**src/rtl/chan_sup_pkg.sv**
```systemverilog
package chan_sup_pkg;
  localparam int unsigned NUM_CH = 2;
  localparam int unsigned CH_TX  = 0;
  localparam int unsigned CH_RX  = 1;
  localparam int unsigned SYNC_W = 1 + 2 * NUM_CH;
  localparam int unsigned IDX_PWR = 0;

  function automatic int unsigned fs_idx(input int unsigned ch);
    return 1 + ch;
  endfunction

  function automatic int unsigned mclk_idx(input int unsigned ch);
    return 1 + NUM_CH + ch;
  endfunction
endpackage

```
**src/rtl/sup_sync_bank.sv**
```systemverilog
module sup_sync_bank #(
  parameter int unsigned W = 1
) (
  input  logic         clk,
  input  logic         rst_n,
  input  logic [W-1:0] d_i,
  output logic [W-1:0] q_o
);
  logic [W-1:0] meta_q;
  logic [W-1:0] sync_q;

  always_ff @(posedge clk or negedge rst_n) begin
    if (!rst_n) begin
      meta_q <= '0;
      sync_q <= '0;
    end else begin
      meta_q <= d_i;
      sync_q <= meta_q;
    end
  end

  assign q_o = sync_q;
endmodule

```
**src/rtl/sup_idle_timer.sv**
```systemverilog
module sup_idle_timer #(
  parameter int unsigned LIMIT = 16
) (
  input  logic clk,
  input  logic rst_n,
  input  logic clear_i,
  output logic expired_o
);
  localparam int unsigned CW = $clog2(LIMIT + 1);

  logic [CW-1:0] cnt_q;
  logic [CW-1:0] cnt_d;
  logic          at_lim;
  logic          cnt_en;

  assign at_lim = (cnt_q == CW'(LIMIT));
  assign cnt_en = clear_i || !at_lim;

  always_comb begin
    cnt_d = cnt_q;
    if (clear_i) begin
      cnt_d = '0;
    end else if (!at_lim) begin
      cnt_d = cnt_q + CW'(1);
    end
  end

  always_ff @(posedge clk or negedge rst_n) begin
    if (!rst_n) begin
      cnt_q <= '0;
    end else if (cnt_en) begin
      cnt_q <= cnt_d;
    end
  end

  assign expired_o = at_lim;
endmodule

```
**src/rtl/sup_clk_watch.sv**
```systemverilog
module sup_clk_watch #(
  parameter int unsigned LIMIT = 8
) (
  input  logic clk,
  input  logic rst_n,
  input  logic mclk_s_i,
  output logic lost_o
);
  logic prev_q;
  logic toggled;

  always_ff @(posedge clk or negedge rst_n) begin
    if (!rst_n) begin
      prev_q <= 1'b0;
    end else begin
      prev_q <= mclk_s_i;
    end
  end

  assign toggled = mclk_s_i ^ prev_q;

  sup_idle_timer #(.LIMIT(LIMIT)) u_gap (
    .clk      (clk),
    .rst_n    (rst_n),
    .clear_i  (toggled),
    .expired_o(lost_o)
  );
endmodule

```
**src/rtl/chan_pwr_supervisor.sv**
```systemverilog
module chan_pwr_supervisor
  import chan_sup_pkg::*;
#(
  parameter int unsigned PD_CYC   = 500,
  parameter int unsigned LOSS_CYC = 2000,
  parameter int unsigned HOLD_CYC = 50000,
  parameter int unsigned STBY_CYC = 3000000
) (
  input  logic clk_ref,
  input  logic rst_n,
  input  logic pwr_on_i,
  input  logic tx_fsync_i,
  input  logic rx_fsync_i,
  input  logic tx_mclk_i,
  input  logic rx_mclk_i,
  output logic tx_active_o,
  output logic rx_active_o
);
  logic rst_meta_q;
  logic rst_int_n;

  always_ff @(posedge clk_ref or negedge rst_n) begin
    if (!rst_n) begin
      rst_meta_q <= 1'b0;
      rst_int_n  <= 1'b0;
    end else begin
      rst_meta_q <= 1'b1;
      rst_int_n  <= rst_meta_q;
    end
  end

  logic [SYNC_W-1:0] raw_in;
  logic [SYNC_W-1:0] syn_in;

  assign raw_in[IDX_PWR]          = pwr_on_i;
  assign raw_in[fs_idx(CH_TX)]    = tx_fsync_i;
  assign raw_in[fs_idx(CH_RX)]    = rx_fsync_i;
  assign raw_in[mclk_idx(CH_TX)]  = tx_mclk_i;
  assign raw_in[mclk_idx(CH_RX)]  = rx_mclk_i;

  sup_sync_bank #(.W(SYNC_W)) u_sync (
    .clk  (clk_ref),
    .rst_n(rst_int_n),
    .d_i  (raw_in),
    .q_o  (syn_in)
  );

  logic pwr_down;
  logic hold_done;

  sup_idle_timer #(.LIMIT(PD_CYC)) u_pd (
    .clk      (clk_ref),
    .rst_n    (rst_int_n),
    .clear_i  (syn_in[IDX_PWR]),
    .expired_o(pwr_down)
  );

  sup_idle_timer #(.LIMIT(HOLD_CYC)) u_hold (
    .clk      (clk_ref),
    .rst_n    (rst_int_n),
    .clear_i  (1'b0),
    .expired_o(hold_done)
  );

  logic [NUM_CH-1:0] stby_vec;
  logic [NUM_CH-1:0] lost_vec;
  logic [NUM_CH-1:0] act_d;
  logic [NUM_CH-1:0] act_q;

  for (genvar ch = 0; ch < NUM_CH; ch++) begin : g_ch
    sup_idle_timer #(.LIMIT(STBY_CYC)) u_stby (
      .clk      (clk_ref),
      .rst_n    (rst_int_n),
      .clear_i  (syn_in[fs_idx(ch)]),
      .expired_o(stby_vec[ch])
    );

    sup_clk_watch #(.LIMIT(LOSS_CYC)) u_cw (
      .clk     (clk_ref),
      .rst_n   (rst_int_n),
      .mclk_s_i(syn_in[mclk_idx(ch)]),
      .lost_o  (lost_vec[ch])
    );

    always_comb begin
      act_d[ch] = !pwr_down && !stby_vec[ch] && hold_done && !lost_vec[ch];
    end

    always_ff @(posedge clk_ref or negedge rst_int_n) begin
      if (!rst_int_n) begin
        act_q[ch] <= 1'b0;
      end else begin
        act_q[ch] <= act_d[ch];
      end
    end
  end

  assign tx_active_o = act_q[CH_TX];
  assign rx_active_o = act_q[CH_RX];
endmodule

```
**config.mk**
```make
export PLATFORM = sky130hd
export DESIGN_NAME = chan_pwr_supervisor
export DESIGN_NICKNAME = d
export VERILOG_FILES = /design/src/rtl/chan_sup_pkg.sv /design/src/rtl/sup_sync_bank.sv /design/src/rtl/sup_idle_timer.sv /design/src/rtl/sup_clk_watch.sv /design/src/rtl/chan_pwr_supervisor.sv
export SDC_FILE = /design/constraint.sdc
export NUM_CORES = 1
export LEC_CHECK = 0
export ABC_CLOCK_PERIOD_IN_PS = 3200
export BUFFER_PORTS_ARGS = -buffer_cell sky130_fd_sc_hd__buf_4
export CAP_MARGIN = 5
export CORE_MARGIN = 4
export CORE_UTILIZATION = 55
export CTS_CLUSTER_SIZE = 24
export DETAILED_ROUTE_END_ITERATION = 8
export HOLD_SLACK_MARGIN = 0.15
export PLACE_DENSITY = 0.74
export SYNTH_ARGS = -nofsm -noshare
export SYNTH_HDL_FRONTEND = slang
export SYNTH_HIERARCHICAL = 1
export SYNTH_SLANG_ARGS = --single-unit
```
**constraint.sdc**
```tcl
create_clock -name clk_ref -period 3.2 [get_ports clk_ref]
set_input_delay 0.48 -clock clk_ref [delete_from_list [all_inputs] [get_ports clk_ref]]
set_output_delay 0.48 -clock clk_ref [all_outputs]
set_load 0.01 [all_outputs]
```
==> results.ini, run 1 <==
[status]
outcome=complete, no violations

[grt]
grt_max_degree=54
grt_pass1_wl_um=17400
grt_use_total=0.187
antenna_found_initial=0
grt_pass1_vias=3861
overflow=0

[sta]
period_needed_ns=2.08
hold_violations=0
timing.fmax_mhz=480
clock_skew_ns=0.00673
timing.setup.tns_ns=0
drv_slew=0
rsz0062_at_grt=false
hold_slack_ns=0.202
tightest_slew_ns=0.920
setup_viol=0
maxSlewHeadroom=0.385
fin_crit_sh=0.651

[synth]
ys_top_cells_by_area=dfrtp_1, xnor2_1, a21oi_1, nor2_1, nand3_1
syn_nets=560
synthDistinctLibCells=47
synth_most_common_cell=dfrtp_1
synthArstFlopShare=1.00
synth_flop_cell=dfrtp_1
synthCells=541
ys_warn_count=6
avgSynthCellArea_um2=10.1
synth_seq_cells=107
ys_seq_area_frac=0.488
syn_area_um2=5480
synth_top_area_cell=dfrtp_1
synthTopCellsByCount=dfrtp_1, nor2_1, a21oi_1
synth_top_area_share=0.488
synth-edff-count=0

[drt]
drt_wl_total_um=9750
ant_nets=0
drc_errors=0
dr.pass1.iters=4
routedWlPerCell_um=14.3
drt_iter0_markers=262
vias_per_cell=5.88
vias=4018

[worst_setup_path]
path_cells=ha_1, nand2_1, or3_1, or4_1, a21oi_1
worst_path_max_delay_cell=or4_1
r2r_start=g_ch[1].u_stby/cnt_q[1]
path_buf_inv=0
cp.required_ns=3.49
end_kind=flip-flop
cp.arrival_ns=2.38
start_kind=flip-flop
cp-startpoint=g_ch[1].u_stby/cnt_q[1]
cp_max_fo=8
cpPeakStageDelay_ns=0.53
path_class=flip-flop to flip-flop
path_delay_family=simple AND/OR/NAND/NOR gates

[clock_network]
clockRootBuffer=clkbuf_8
cts_tree=yes
cts_buffers=9
clk_latency_ns=0.38
cts_resized=0
hold_buffers=1
htreeDepth=3
post-cts-setup-buffer-count=0
clock-sinks=107
ctsLongestPathBuffers=2
clk_pin_slew_worst_paths_ns=0.09

[die]
coreArea_um2=9730
rows=36
num_io_pins=9
initial_utilization=0.563
die_y_um=108
die_x_um=108
dieArea_um2=11600

[min_path]
hold_class=input pin to flip-flop
hp-start=pwr_on_i

[pwr]
p_leak_nw=2.34
ir_drop_uv=361
p_per_area_nw_per_um2=416

[flow_run]
cap_violations=0

[cells_and_area]
layout-drive-gt1-share=0.100
syn2layout_area_growth_pct=6.73
n_antenna_cell=0
fin_nets=564

[placed_design]
place_congestion=0.847
dp_hpwl_um=6660
port_buffers=8

## stage by stage
stage | cell area, µm² | total power, mW | worst slack, ns | util | instances
final | 5850 | 2.43 | 1.12 | 0.601 | 683
after global routing | 5850 | 2.56 | 0.981 | 0.601 | 683
after CTS | 5850 | 2.48 | 1.14 | 0.601 | 683
after detailed placement | 5630 | 1.60 | 1.17 | 0.579 | 666
after global placement | 5630 | 1.59 | 1.25 | 0.579 | 666
after floorplan | 5480 | 1.55 | 1.32 | - | 541
## worst paths after layout
| check | endpoint | slack [ns] | depth (start not counted) |
|---|---|---|---|
| worst min register to register | u_sync/q_o[2] | 0.36 | 0 |
| max in group asynchronous | g_ch[1].u_stby/cnt_q[9] | 2.12 | 1 |
| worst max register to register | g_ch[1].u_stby/cnt_q[20] | 1.12 | 5 |
| worst max-delay path | g_ch[1].u_stby/cnt_q[20] | 1.12 | 5 |
| min in group asynchronous | g_ch[1].u_cw/u_gap/cnt_q[8] | 0.37 | 0 |
| worst min-delay path | u_sync/meta_q[0] | 0.20 | 1 |
## layout make-up
type	instances	area (µm²)
multi-input combinational	387	2580
fill	848	3880
clock buffer	11	151
tap	133	166
sequential	107	2680
clock inverter	5	60.1
inverter	29	109
timing repair buffer	11	97.6
## cell families after synthesis
family	count (synthesis)	synth area share
xor+xnor	38	0.0607
other cells	2	0.00137
buf+inv	47	0.0399
fa+ha+maj	12	0.0274
compound gates	85	0.0877
mux	8	0.0157
flops	107	0.488
simple gates	242	0.279
## power by group
part	switching, mW	total, mW	internal [mW]	leakage [nW]
clock network	0.452	0.859	0.407	0.106
registers	0.0645	1.45	1.38	1.45
logic	0.0728	0.126	0.0529	0.788
total	0.589	2.43	1.84	2.34
## flip-flops by register name, indices dropped and copies added (netlist names)
signal and count:
u_hold/cnt_q 16, rst_meta_q 1, u_pd/cnt_q 9, g_ch.u_cw/prev_q 2, u_sync/meta_q 5, g_ch.u_stby/cnt_q 44, rx_active_o 1, rst_int_n 1
u_sync/q_o 5, g_ch.u_cw/u_gap/cnt_q 22, tx_active_o 1
## layout by cell type (no fill, tap or decap), types with 4 or more instances in the layout
master,netlist,routed
o21ai_0,22,22
nor2b_1,4,4
xor2_1,14,14
ha_1,12,12
nand4b_1,5,5
a21oi_1,40,40
nor4_1,15,15
xnor2_1,24,24
o31ai_1,18,18
dfrtp_1,107,106
mux2_2,5,5
clkbuf_8,0,11
nand4_1,13,13
nand3_1,32,32
nor4bb_1,4,4
nor4_4,5,5
nand2b_1,8,8
and3_1,7,7
buf_4,0,9
or3_1,19,19
nor3_1,11,11
nor2_1,52,52
nand2_1,23,23
or4_1,18,18
inv_1,29,29
## metal layers
| layer | up-vias | GRT usage | share of wire |
|---|---|---|---|
| met5 | - | 0 | 0 |
| met4 | 0 | 0.0658 | 0.014 |
| met3 | 10 | 0.0558 | 0.044 |
| met2 | 76 | 0.307 | 0.49 |
| met1 | 1980 | 0.234 | 0.46 |
| li1 | 1952 | - | - |
## worst reg2reg max path, stage by stage, from the launching register on
cell,delay (ns)
dfrtp_1,0.43
ha_1,0.23
nand2_1,0.15
or3_1,0.48
or4_1,0.53
a21oi_1,0.16
No activity file was read; power rests on OpenSTA's default activity.
==> run 2: changes to the inputs <==
Settings changed: ABC_CLOCK_PERIOD_IN_PS 3200 to 1700.
Clock period 3.2 ns to 1.7 ns, I/O delays scaled along.
==> run 2 against run 1 <==
Effect of this change:
- the run now ends with negative setup slack left
- sequential power is 86% higher
- register-to-register slack worse by 1.1 ns
- critical path depth stayed put
- via count is 5.2% higher
- core utilization is 6.2 points higher
- fmax is 22% higher
- worst setup slack worse by 1.1 ns
- clock power is 85% higher
- cell area is 10% higher
- global-route usage is 1.8 points higher
- critical endpoint is now g_ch[1].u_stby/cnt_q[18]
- worst hold slack worse by 0.020 ns
==> results.ini, run 2 (synthesis results as in run 1) <==
[status]
outcome=finished with violations
violations=negative setup slack

[worst_setup_path]
cp.required_ns=2.01
cp_max_fo=6
reg2reg_depth=5
reg2reg_slack_ns=-0.01
path_class=flip-flop to flip-flop
start_kind=flip-flop
cp.arrival_ns=2.02
end_kind=flip-flop

[sta]
hold_violations=0
setup_viol=2
timing.setup.tns_ns=-0.0211
rsz0062_at_grt=true
maxSlewHeadroom=0.646
clock_skew_ns=0.0147
setup_slack_ns=-0.0132
hold_slack_ns=0.182
period_needed_ns=1.71
fin_crit_sh=1.01
tightest_slew_ns=0.531
timing.fmax_mhz=584
drv_slew=0

[cells_and_area]
fin_area_um2=6450
fin_nets=621
multi_input_area_um2=2740
layout-drive-gt1-share=0.236
reg_top3=g_ch.u_stby/cnt_q (44), g_ch.u_cw/u_gap/cnt_q (22), u_hold/cnt_q (16)
layout_commonest_cell=dfrtp_1
n_antenna_cell=0
seq_area_um2=2680
nFillCells=779
final_cells=740
final_cell_mix=dfrtp_1, buf_4, nor2_1
largest_reg_flops=44
syn2layout_area_growth_pct=17.7
top_register=g_ch.u_stby/cnt_q

[die]
dieArea_um2=11600
num_io_pins=9
die_x_um=108
initial_utilization=0.563
die_y_um=108
coreArea_um2=9730
rows=36

[drt]
drt_wl_total_um=11000
dr.pass1.iters=4
vias_per_cell=5.71
ant_nets=0
routedWlPerCell_um=14.9
drc_errors=0
vias=4226
drt_iter0_markers=223

[pwr]
p_leak_nw=2.64
ir_drop_uv=584
p_per_area_nw_per_um2=715

[clock_network]
clock-sinks=107
ctsLongestPathBuffers=2
clockRootBuffer=clkbuf_8
cts_tree=yes
clk_latency_ns=0.38
cts_buffers=9
htreeDepth=3
clk_pin_slew_worst_paths_ns=0.10

[grt]
antenna_found_initial=0
grt_max_degree=45
grt_pass1_wl_um=19200
grt_use_total=0.204
overflow=0
grt_pass1_vias=4255

[placed_design]
place_area_um2=5990
dp_cells=709
dp_hpwl_um=7570
port_buffers=8
place_congestion=0.908

[flow_run]
cap_violations=0

[min_path]
hold_class=input pin to async pin

run 2: cell types whose count changed in the layout (fill, tap and decap cells not counted), moves of 3 or more:
cell	previous run	this run
inv_1	29	25
o21ai_1	0	4
o21ai_0	22	18
a21oi_1	40	32
ha_2	0	5
dlygate4sd3_1	1	6
buf_4	9	60
inv_2	0	4
or4_1	18	13
nor4_1	15	12
a21oi_2	0	8
ha_1	12	7
or4_4	0	5
run 2: cell type report:
cell class,instances,share of cell area
Sequential cell,107,0.416
Inverter,29,0.0169
Clock inverter,5,0.00931
Multi-Input combinational cell,387,0.425
Tap cell,133,0.0258
Clock buffer,11,0.0219
Timing Repair Buffer,68,0.0853
run 2: where the power goes:
part           internal (mW)  total (mW)  leakage (nW)  switching [mW]
sequential              2.61        2.70          1.45          0.0974
combinational          0.144       0.321          1.09           0.177
clock                  0.728        1.59        0.0999           0.864
run 2: timing repair:
action / 4_1_cts / 5_1_grt
endpoints found under the hold margin: 7 / 0
setup buffers: 4 / 5
endpoints found under the setup margin: 15 / 21
hold buffers: 6 / 0
pin swaps: 6 / 12
resized for setup: 10 / 29
run 2: layer usage:
metal / vias to the layer above / global-route usage / routed length [µm]
li1: 2065 / - / -
met1: 2087 / 0.263 / 5060
met2: 56 / 0.345 / 5480
met3: 18 / 0.0420 / 320
met4: 0 / 0.0685 / 189
met5: - / 0 / 0
run 2: worst max-delay path, cell delays in order (launching register included):
cell and delay [ns]:
dfrtp_1 0.38, ha_2 0.19, nand2_2 0.05, or3_4 0.40
or4_1 0.48, a21oi_1 0.14
run 2: path summary, 6_finish.rpt:
check	end	start
max	g_ch[1].u_stby/cnt_q[18]	g_ch[1].u_stby/cnt_q[1]
min	rst_meta_q	rst_n
max reg2reg	g_ch[1].u_stby/cnt_q[18]	g_ch[1].u_stby/cnt_q[1]
min reg2reg	g_ch[1].u_cw/u_gap/cnt_q[4]	rst_int_n
max in group asynchronous	g_ch[1].u_stby/cnt_q[3]	rst_int_n
min in group clk_ref	u_sync/q_o[3]	u_sync/meta_q[3]
run 2: metrics by stage:
step | util | total power, mW | setup slack [ns]
after floorplan | - | 2.92 | -0.0832
after global placement | 0.615 | 3.03 | -0.0210
after detailed placement | 0.615 | 3.05 | -0.155
after CTS | 0.649 | 4.68 | -0.0245
after global routing | 0.663 | 4.85 | -0.0714
final | 0.663 | 4.62 | -0.0132
==> run 3: changes to the inputs <==
Settings changed: CORE_ASPECT_RATIO set to 1.75, CTS_BUF_LIST set to sky130_fd_sc_hd__clkbuf_16.
==> run 3 against run 2 <==
Effect of this change:
- the run still ends with negative setup slack left
- worst setup slack got worse by 0.026 ns
- first-iteration DRC count rose by 30%
- combinational power rose by 12%
- global-route usage rose by 0.74 points
- die area rose by 0.54%
- sequential power barely moved
==> results.ini, run 3 (synthesis results as in run 1) <==
[die]
num_io_pins=9
die_y_um=140
die_x_um=83.5
coreArea_um2=9790
initial_utilization=0.560
rows=48
dieArea_um2=11700

[placed_design]
port_buffers=8
dp_hpwl_um=8130
place_area_um2=6010
place_congestion=0.887

[pwr]
ir_drop_uv=600
p_per_area_nw_per_um2=749
p_leak_nw=2.70

[drt]
vias=4396
drc_errors=0
dr.pass1.iters=5
routedWlPerCell_um=16.1
vias_per_cell=5.99
ant_nets=0
drt_iter0_markers=289
drt_wl_total_um=11800

[cells_and_area]
layout-drive-gt1-share=0.241
reg_top3=g_ch.u_stby/cnt_q (44), g_ch.u_cw/u_gap/cnt_q (22), u_hold/cnt_q (16)
n_antenna_cell=0
syn2layout_area_growth_pct=20.2
nFillCells=729
final_cell_mix=dfrtp_1, buf_4, nor2_1
top_register=g_ch.u_stby/cnt_q
largest_reg_flops=44
fin_nets=623
fin_area_um2=6590
layout_commonest_cell=dfrtp_1
final_core_util=0.673

[grt]
use_met2=0.398
grt_use_total=0.212
busiest_layer=met2
grt_pass1_vias=4625
grt_max_degree=46
antenna_found_initial=0
grt_pass1_wl_um=20400
grtUsageMet3=0.0406
grtUsageMet1=0.227
overflow=0

[min_path]
hold_class=input pin to async pin

[clock_network]
htreeDepth=3
cts_tree=yes
clock-sinks=107
clockRootBuffer=clkbuf_16
clk_latency_ns=0.34
ctsLongestPathBuffers=2
clk_pin_slew_worst_paths_ns=0.07
cts_buffers=9

[worst_setup_path]
cpPeakStageDelay_ns=0.42
cp_max_fo=4
path_class=flip-flop to flip-flop
cp.arrival_ns=1.95
start_kind=flip-flop
end_kind=flip-flop
path_cells=buf_6, inv_4, ha_4, nor4bb_4, nand4b_1, o21ai_1, a21oi_1
worst_path_max_delay_cell=dfrtp_1
cp.required_ns=1.91

[sta]
hold_violations=0
drv_slew=0
fin_crit_sh=1.02
hold_slack_ns=0.211
rsz0062_at_grt=true
setup_slack_ns=-0.0396
setup_viol=4
clock_skew_ns=0.00667
period_needed_ns=1.74
timing.fmax_mhz=575
timing.setup.tns_ns=-0.129
maxSlewHeadroom=0.629
tightest_slew_ns=0.556

[flow_run]
cap_violations=0

[status]
outcome=finished with violations
violations=negative setup slack

[run 3: cell count changes in the layout (fill, tap and decap cells not counted), moves of 2 or more]
cell | previous run | this run
nand3_1 | 31 | 29
ha_2 | 5 | 3
clkinvlp_4 | 1 | 3
clkbuf_8 | 10 | 0
nand3_2 | 3 | 5
clkbuf_16 | 0 | 9
ha_4 | 0 | 2
buf_6 | 0 | 2
inv_1 | 25 | 27
[run 3: metal layers]
layer	share of wire	routed length, µm
met2	0.56	6630
met1	0.38	4470
met4	0.033	385
met3	0.026	304
met5	0	0
[run 3: repair_timing]
item / CTS / global route
gates resized for setup: 11 / 40
hold endpoints to repair: 7 / 0
hold buffers: 6 / 0
setup buffers: 1 / 5
setup endpoints to repair: 12 / 21
pin swaps: 5 / 7
[run 3: worst max-delay path, delay by kind of cell, from the launching register on]
kind	cells	cell delay (ns)
flip-flops	1	0.42
AND/OR/NAND/NOR	2	0.50
adder cells (fa/ha/maj)	1	0.13
buffers and inverters	2	0.22
AO/OA/AOI/OAI	2	0.34
[run 3: metrics by stage]
step | total power, mW | setup slack (ns) | instances
5_1_grt | 5.17 | -0.130 | 734
3_3_place_gp | 3.04 | -0.00750 | 706
2_1_floorplan | 2.92 | -0.0832 | 541
3_5_place_dp | 3.07 | -0.122 | 706
4_1_cts | 4.98 | -0.0279 | 729
6_report | 4.93 | -0.0396 | 734
[run 3: power by group]
group          total, mW  internal [mW]  leakage, nW  switching (mW)
Clock               1.87          0.975        0.127           0.895
Combinational      0.359          0.162         1.13           0.196
Sequential          2.71           2.61         1.45          0.0991
Total               4.93           3.74         2.70            1.19
[run 3: cell type report]
type / instances / area, µm² / share of cell area
multi-input combinational: 387 / 2800 / 0.425
sequential: 107 / 2680 / 0.407
timing repair buffer: 70 / 573 / 0.0870
clock buffer: 9 / 225 / 0.0342
tap: 125 / 156 / 0.0237
inverter: 29 / 111 / 0.0169
clock inverter: 7 / 38.8 / 0.00589
[run 3: path summary, 6_finish.rpt]
check	end	from	cells after the start	slack, ns
worst max-delay path	g_ch[0].u_stby/cnt_q[2]	g_ch[0].u_stby/cnt_q[0]	7	-0.04
worst min-delay path	rst_int_n	rst_n	2	0.21
worst max register to register	g_ch[0].u_stby/cnt_q[2]	g_ch[0].u_stby/cnt_q[0]	7	-0.04
worst min register to register	g_ch[0].u_stby/cnt_q[17]	rst_int_n	0	0.26
max in group asynchronous	g_ch[1].u_stby/cnt_q[15]	rst_int_n	1	0.86
min in group clk_ref	u_sync/q_o[4]	u_sync/meta_q[4]	0	0.35
